===== src/rtl/beam_pkg.sv =====
package beam_pkg;
  localparam int NCH       = 3;
  localparam int CH_RED    = 0;
  localparam int CH_GRN    = 1;
  localparam int CH_BLU    = 2;
  localparam int RD_ADDR_W = 2;

  typedef enum logic [RD_ADDR_W-1:0] {
    SEL_RED  = 2'd0,
    SEL_GRN  = 2'd1,
    SEL_BLU  = 2'd2,
    SEL_STAT = 2'd3
  } rd_sel_e;
endpackage


===== src/rtl/beam_line_tracker.sv =====
module beam_line_tracker #(
  parameter int LINE_W = 12
) (
  input  logic              clk,
  input  logic              rst,
  input  logic              hs_in,
  input  logic              vs_in,
  input  logic              fly_in,
  output logic              vs_rise,
  output logic              fly_rise,
  output logic [LINE_W-1:0] line_cnt
);
  localparam logic [LINE_W-1:0] LINE_MAX = '1;

  logic [2:0] smp_q;
  logic [2:0] smp_d1;
  logic [2:0] rise;
  logic       hs_rise;

  always_ff @(posedge clk) begin
    if (rst) begin
      smp_q  <= '0;
      smp_d1 <= '0;
    end else begin
      smp_q  <= {fly_in, vs_in, hs_in};
      smp_d1 <= smp_q;
    end
  end

  assign rise     = smp_q & ~smp_d1;
  assign hs_rise  = rise[0];
  assign vs_rise  = rise[1];
  assign fly_rise = rise[2];

  always_ff @(posedge clk) begin
    if (rst) begin
      line_cnt <= '0;
    end else if (vs_rise) begin
      line_cnt <= '0;
    end else if (hs_rise && line_cnt != LINE_MAX) begin
      line_cnt <= line_cnt + 1'b1;
    end
  end

  AST_LINE_CLEAR: assert property (@(posedge clk) disable iff (rst)
    vs_rise |=> (line_cnt == '0));
  AST_LINE_STEP: assert property (@(posedge clk) disable iff (rst)
    (hs_rise && !vs_rise && line_cnt != LINE_MAX) |=> (line_cnt == $past(line_cnt) + 1'b1));
endmodule


===== src/rtl/beam_capture_ctrl.sv =====
module beam_capture_ctrl
  import beam_pkg::*;
#(
  parameter int LINE_W = 12,
  parameter int CODE_W = 8
) (
  input  logic                        clk,
  input  logic                        rst,
  input  logic                        vs_rise,
  input  logic                        fly_rise,
  input  logic [LINE_W-1:0]           line_cnt,
  input  logic [LINE_W-1:0]           trig_line,
  input  logic [NCH-1:0]              adc_valid,
  input  logic [NCH-1:0][CODE_W-1:0]  adc_code,
  output logic                        trig_pulse,
  output logic [NCH-1:0]              adc_req,
  output logic                        load,
  output logic [NCH-1:0][CODE_W-1:0]  load_data
);
  logic           armed;
  logic           busy;
  logic           fire;
  logic           all_in;
  logic [NCH-1:0] got;

  assign fire   = armed && !busy && fly_rise && (line_cnt == trig_line);
  assign all_in = &(got | adc_valid);
  assign load   = busy && all_in;

  for (genvar ch = 0; ch < NCH; ch++) begin : g_chan
    logic              req_q;
    logic              got_q;
    logic [CODE_W-1:0] held_q;
    logic              take;

    assign take = busy && adc_valid[ch] && !got_q;

    always_ff @(posedge clk) begin
      if (rst) begin
        req_q  <= 1'b0;
        got_q  <= 1'b0;
        held_q <= '0;
      end else begin
        req_q <= fire;
        if (fire) begin
          got_q <= 1'b0;
        end else if (take) begin
          got_q  <= 1'b1;
          held_q <= adc_code[ch];
        end
      end
    end

    assign adc_req[ch]   = req_q;
    assign got[ch]       = got_q;
    assign load_data[ch] = take ? adc_code[ch] : held_q;
  end

  always_ff @(posedge clk) begin
    if (rst) begin
      armed      <= 1'b0;
      busy       <= 1'b0;
      trig_pulse <= 1'b0;
    end else begin
      trig_pulse <= fire;
      if (vs_rise) begin
        armed <= 1'b1;
      end else if (fire) begin
        armed <= 1'b0;
      end
      if (fire) begin
        busy <= 1'b1;
      end else if (load) begin
        busy <= 1'b0;
      end
    end
  end

  AST_TRIG_SINGLE: assert property (@(posedge clk) disable iff (rst)
    trig_pulse |=> !trig_pulse);
  AST_REQ_WITH_TRIG: assert property (@(posedge clk) disable iff (rst)
    trig_pulse |-> (adc_req == '1));
  AST_ONCE_PER_FRAME: assert property (@(posedge clk) disable iff (rst)
    (trig_pulse && !$past(vs_rise)) |-> !armed);
endmodule


===== src/rtl/beam_result_bank.sv =====
module beam_result_bank
  import beam_pkg::*;
#(
  parameter int CODE_W = 8
) (
  input  logic                        clk,
  input  logic                        rst,
  input  logic                        load,
  input  logic [NCH-1:0][CODE_W-1:0]  load_data,
  input  logic                        rd_en,
  input  logic [RD_ADDR_W-1:0]        rd_addr,
  output logic [CODE_W-1:0]           rd_data,
  output logic [NCH-1:0][CODE_W-1:0]  res,
  output logic                        fresh
);
  logic [CODE_W-1:0] rd_mux;
  logic              red_read;

  assign red_read = rd_en && (rd_sel_e'(rd_addr) == SEL_RED);

  always_comb begin
    case (rd_sel_e'(rd_addr))
      SEL_RED:  rd_mux = res[CH_RED];
      SEL_GRN:  rd_mux = res[CH_GRN];
      SEL_BLU:  rd_mux = res[CH_BLU];
      SEL_STAT: rd_mux = {{(CODE_W-1){1'b0}}, fresh};
      default:  rd_mux = '0;
    endcase
  end

  always_ff @(posedge clk) begin
    if (rst) begin
      res     <= '0;
      fresh   <= 1'b0;
      rd_data <= '0;
    end else begin
      if (load) begin
        res <= load_data;
      end
      if (load) begin
        fresh <= 1'b1;
      end else if (red_read) begin
        fresh <= 1'b0;
      end
      if (rd_en) begin
        rd_data <= rd_mux;
      end
    end
  end

  AST_HOLD_WHEN_IDLE: assert property (@(posedge clk) disable iff (rst)
    !load |=> $stable(res));
  AST_FRESH_ON_LOAD: assert property (@(posedge clk) disable iff (rst)
    load |=> fresh);
  AST_FRESH_CLEAR: assert property (@(posedge clk) disable iff (rst)
    (red_read && !load) |=> !fresh);
endmodule


===== src/rtl/beam_sampler_top.sv =====
module beam_sampler_top
  import beam_pkg::*;
#(
  parameter int LINE_W = 12,
  parameter int CODE_W = 8
) (
  input  logic                 clk,
  input  logic                 rst,
  input  logic                 hsync_in,
  input  logic                 vsync_in,
  input  logic                 flyback_in,
  input  logic [LINE_W-1:0]    trig_line,
  output logic [NCH-1:0]       adc_req,
  input  logic [NCH-1:0]       adc_valid,
  input  logic [CODE_W-1:0]    adc_code_red,
  input  logic [CODE_W-1:0]    adc_code_grn,
  input  logic [CODE_W-1:0]    adc_code_blu,
  output logic                 trig_pulse,
  output logic [CODE_W-1:0]    res_red,
  output logic [CODE_W-1:0]    res_grn,
  output logic [CODE_W-1:0]    res_blu,
  output logic                 fresh,
  input  logic                 rd_en,
  input  logic [RD_ADDR_W-1:0] rd_addr,
  output logic [CODE_W-1:0]    rd_data
);
  logic                       vs_rise;
  logic                       fly_rise;
  logic [LINE_W-1:0]          line_cnt;
  logic                       load;
  logic [NCH-1:0][CODE_W-1:0] code_vec;
  logic [NCH-1:0][CODE_W-1:0] load_data;
  logic [NCH-1:0][CODE_W-1:0] res;

  assign code_vec[CH_RED] = adc_code_red;
  assign code_vec[CH_GRN] = adc_code_grn;
  assign code_vec[CH_BLU] = adc_code_blu;

  beam_line_tracker #(.LINE_W(LINE_W)) i_tracker (
    .clk      (clk),
    .rst      (rst),
    .hs_in    (hsync_in),
    .vs_in    (vsync_in),
    .fly_in   (flyback_in),
    .vs_rise  (vs_rise),
    .fly_rise (fly_rise),
    .line_cnt (line_cnt)
  );

  beam_capture_ctrl #(.LINE_W(LINE_W), .CODE_W(CODE_W)) i_ctrl (
    .clk        (clk),
    .rst        (rst),
    .vs_rise    (vs_rise),
    .fly_rise   (fly_rise),
    .line_cnt   (line_cnt),
    .trig_line  (trig_line),
    .adc_valid  (adc_valid),
    .adc_code   (code_vec),
    .trig_pulse (trig_pulse),
    .adc_req    (adc_req),
    .load       (load),
    .load_data  (load_data)
  );

  beam_result_bank #(.CODE_W(CODE_W)) i_bank (
    .clk       (clk),
    .rst       (rst),
    .load      (load),
    .load_data (load_data),
    .rd_en     (rd_en),
    .rd_addr   (rd_addr),
    .rd_data   (rd_data),
    .res       (res),
    .fresh     (fresh)
  );

  assign res_red = res[CH_RED];
  assign res_grn = res[CH_GRN];
  assign res_blu = res[CH_BLU];
endmodule


===== config.mk =====
export PLATFORM = sky130hd
export DESIGN_NAME = beam_sampler_top
export DESIGN_NICKNAME = d
export VERILOG_FILES = /design/src/rtl/beam_pkg.sv /design/src/rtl/beam_line_tracker.sv /design/src/rtl/beam_capture_ctrl.sv /design/src/rtl/beam_result_bank.sv /design/src/rtl/beam_sampler_top.sv
export SDC_FILE = /design/constraint.sdc
export NUM_CORES = 1
export LEC_CHECK = 0
export ABC_AREA = 1
export BUFFER_PORTS_ARGS = -buffer_cell sky130_fd_sc_hd__buf_2
export CORE_MARGIN = 2
export CORE_UTILIZATION = 45
export DETAILED_ROUTE_END_ITERATION = 10
export PLACE_DENSITY = 0.79
export SLEW_MARGIN = 30
export SYNTH_ARGS = -nofsm -noshare
export SYNTH_HDL_FRONTEND = slang
export SYNTH_SLANG_ARGS = --single-unit

===== constraint.sdc =====
create_clock -name clk -period 1.8 [get_ports clk]
set_clock_uncertainty 0.1 [all_clocks]
set_input_delay 0.27 -clock clk [delete_from_list [all_inputs] [get_ports clk]]
set_output_delay 0.27 -clock clk [all_outputs]
set_load 0.1 [all_outputs]

After elaboration in Yosys (flattened, before gate mapping)
Index checks and enable logic that the tools add are counted.
Storage, ports and cells
  bits of input ports: 47
  bits in registers: 81
  logic and storage cells: 59
  output and inout bits: 37
Operators by class
  multiplexer cells: 10
  reduce and logical (&&, ||, !) cells: 23
  eq/ne operators: 5
  $add $sub $neg: 1
  bitwise logic cells: 3
Operator list (number)
  one-hot mux 8 bit (4 select lines): 1
  2-to-1 mux 8 bit: 3
  adder 12 x 1 -> 12 bit, second input constant: 1
  equality test 12 bit: 1
  logical AND 1 bit: 12
  inequality test 12 bit, second input constant: 1
  2-to-1 mux 1 bit: 6
  nonzero test 2 bit: 3
  equality test 2 bit, second input constant: 2
  logical NOT 1 bit: 4
  OR reduction 2 bit: 2
  AND 3 bit: 1
  inverter 3 bit: 1
  OR 3 bit: 1
  AND reduction 3 bit: 1
  equality test 2 x 1 -> 1 bit, second input constant: 1
  logical NOT 2 bit: 1

Depth between registers and ports, before layout
  depth after elaboration: 6
  gate-level depth with buffers: 9
  mapped depth without buffers: 9

Modules after synthesis
From an unflattened synthesis, not the netlist that was laid out.
Second synthesis, totals
  cell total of the unflattened synthesis: 542
  area total of the unflattened synthesis: 3778.6 um2
By module, submodules not included
  beam_capture_ctrl: instances 1, area each 1626.6 um2, seq. area each 600.6 um2, cells each 237
  beam_result_bank: instances 1, area each 1298.7 um2, seq. area each 660.6 um2, cells each 179
  beam_line_tracker: instances 1, area each 853.3 um2, seq. area each 360.3 um2, cells each 126

Worst setup path after synthesis
Ideal clock, no wire load.
  path kind: register to output
  start point: register i_ctrl.g_chan[1].req_q (netlist name)
  end point: output port adc_req[0]
  setup slack: 38 ps
  stages on the path, launching flop included: 2
  arrival time: 1392 ps
  required time: 1430 ps
  path buffers: 1
  cells stage by stage: dfxtp_1 > buf_4
RTL lines
  end: declaration: RTL line beam_sampler_top.sv:13  | output logic [NCH-1:0] adc_req,

Worst setup path in the final report
  start point: register i_tracker.line_cnt[1]
  end point: register i_tracker.line_cnt[8]
Between the ends
  word-level cells in the longest chain between the ends: 2
  elaborated cells on any way between the ends: 3
  classes of those cells: add/sub: 1; eq/ne: 1; reduce/logical: 1
RTL lines
  start: declaration: RTL line beam_line_tracker.sv:11  | output logic [LINE_W-1:0] line_cnt
  start signal: assignment: RTL line beam_line_tracker.sv:41  | line_cnt <= line_cnt + 1'b1;
  branches (longest 2 deep; another with adder 12 x 1 -> 12 bit)
Several ways; the timed one is not identified.
A chain may end at the register's enable or synchronous reset.

==> metrics.csv <==
metric;value;unit
path_class;register to register;
worstSetupStartpointType;register;
synth_area_leaders;dfxtp_1 (45%), nand2_1 (17%), a21oi_1 (9.0%);
antenna_left;0;
r2r-start;i_tracker.line_cnt[1];
cp.arrival;1.82;ns
setup_tns;0;ns
min-delay-start;hsync_in;
syn_nets;570;
cts_buffer_depth;2;
vias_per_cell;4.99;
port-buffer-count;83;
io_pins;84;
die-area;8730;um^2
rsz0062_at_grt;false;
maxSlewHeadroom;0.606;
ctsHoldBuffers;0;
switching_share;0.229;
vdd_drop_max;0.000454;V
wl_per_cell;13.0;um
grt_overflow_total;0;
seqPwrFrac;0.493;
crit_fanout;10;
cp.required;1.97;ns
n_fill_cell;755;
ys.flop_type;dfxtp_1;
setup_viol;0;
grt_antenna_before_repair;0;
synth.top_cell.area_share;0.450;
cts_buffers;9;
ys_top_cells_by_count;nand2_1 (166), dfxtp_1 (81), a21oi_1 (65), nor2_1 (65), inv_1 (40);
crit_start;i_tracker.line_cnt[1];
critPathCaptureType;register;
cts_tree;yes;
ys_seq_area_frac;0.450;
post_cts_buffers;0;
min_path_type;input port to register;
vias;3547;
hold_viol_final;0;
p_clk_frac;0.429;
cts_max_level;3;
combinationalPowerShare;0.078;
synth_cells;522;
synth.distinct_cells;31;
synth-edff-count;0;
grt_first_pass_wirelength;15.1;mm
drive_above_1_share;0.207;
gp_congestion;0.828;
fin_crit;1.64;ns
core_region_area;7730;um^2
finalNonFillerCells;711;
nets;652;
synthArstFlopShare;0;
die_y;93.5;um
post_cts_resized;0;
grt_pass1_vias;3298;
p_sw;0.000849;W
grt_usage;0.217;
path_clk_slew;0.08;ns
syn2layout_area_growth;20.7;%
yosysTopAreaCell;dfxtp_1;
cts.sinks;81;
synth_area_per_cell;6.90;um^2
grt_max_degree;58;
intPower;0.00286;W
netlist_area;3600;um^2
slew_violations;0;
worstMarginPinSlew;0.590;ns
fp.dieW;93.5;um
dp_cells;695;
synth_seq_cells;81;
leakage;1.99;nW
antennaDiodeCount;0;
clock_latency;0.34;ns
ys_warn_count;0;
drc_errors;0;
fmax;0.608;GHz
synth_most_common_cell;nand2_1;
root_buffer;clkbuf_8;
pwr_density_cell;852;nW/um^2
drt_iter0_drc;219;
initial_core_util;0.466;
firstDrtPassIters;5;
fin_crit_sh;0.913;
status;complete, no violations;
rows;32;
routed_wl;9.25;mm
dpl.hpwl;6.88;mm
maxCapViolations;0;
## final cells by class
type	instances	area (um^2)	share of cell area
repair buffers	91	475	0.109
clock inverters	5	103	0.0236
inverters	45	169	0.0388
well taps	102	128	0.0294
clock buffers	11	141	0.0325
flip-flops and latches	81	1620	0.373
multi-input cells	376	1710	0.393
## critical path, cell delays in order, from the launching register on
cell and delay (ns):
dfxtp_2 0.39, ha_2 0.26, nand2_1 0.10, inv_1 0.09, nand2_2 0.10, o21ai_4 0.30, nand2_1 0.09, a21oi_1 0.15
## metrics by stage
stage               cell area, um^2  power (W)  hold slack [ns]   util  setup slack (ns)
detailed placement             4100    0.00215            0.316  0.531            0.0495
floorplan                      3600    0.00205            0.277      -            0.0378
global placement               4100    0.00215            0.317  0.531             0.152
CTS                            4340    0.00371           0.0231  0.562            0.0238
global route                   4350    0.00382           0.0275  0.563            0.0181
finish                         4350    0.00370           0.0283  0.563             0.156
## cells in the final DEF (no fill, tap or decap), drive strengths merged, types with 3 or more instances in the layout
cell,instances
clkinv,5
bufinv,3
dfxtp,81
nand2,171
inv,41
nand3,13
xor2,3
nand4,3
nor3,23
o21ai,14
clkbuf,11
a31oi,5
a21oi,66
nor2,69
buf,91
## final timing paths
path	to	slack, ns	depth (start not counted)
worst max-delay path	i_tracker.line_cnt[8]	0.16	7
worst max register to register	i_tracker.line_cnt[8]	0.16	7
worst min register to register	i_tracker.smp_d1[2]	0.33	2
worst min-delay path	i_tracker.smp_q[0]	0.03	3
## power groups by stage
stage	registers, W	logic (W)	clock network [W]
after floorplan	0.00193	0.000117	0
after global placement	0.00187	0.000280	0
after detailed placement	0.00187	0.000285	0
after CTS	0.00183	0.000287	0.00160
after global routing	0.00183	0.000315	0.00168
final	0.00183	0.000289	0.00159
## cell families (layout without fill, tap and decap cells)
logic type               after synthesis  after routing  share of synthesized area
AND/OR/NAND/NOR                      280            280                      0.322
buffers and inverters                 65            152                     0.0757
flip-flops                            81             81                      0.450
AO/OA/AOI/OAI                         90             90                      0.137
adder cells (fa/ha/maj)                1              1                    0.00347
XOR/XNOR                               5              5                     0.0122
## state kept, by name, indices dropped and copies added, names as in the netlist
signal and count:
i_bank.fresh 1, i_bank.rd_data 8, i_bank.res 24, i_ctrl.armed 1
i_ctrl.busy 1, i_ctrl.g_chan.got_q 3, i_ctrl.g_chan.held_q 24, i_ctrl.g_chan.req_q 1
i_tracker.line_cnt 12, i_tracker.smp_d1 3, i_tracker.smp_q 3
## routing by layer
metal,wire [um],up-vias,GRT usage
li1,-,1840,-
met5,0,-,0
met3,537,15,0.0338
met1,4100,1580,0.274
met4,159,0,0.0760
met2,4450,112,0.375
Note: power is estimated with default switching activity, not from simulation.
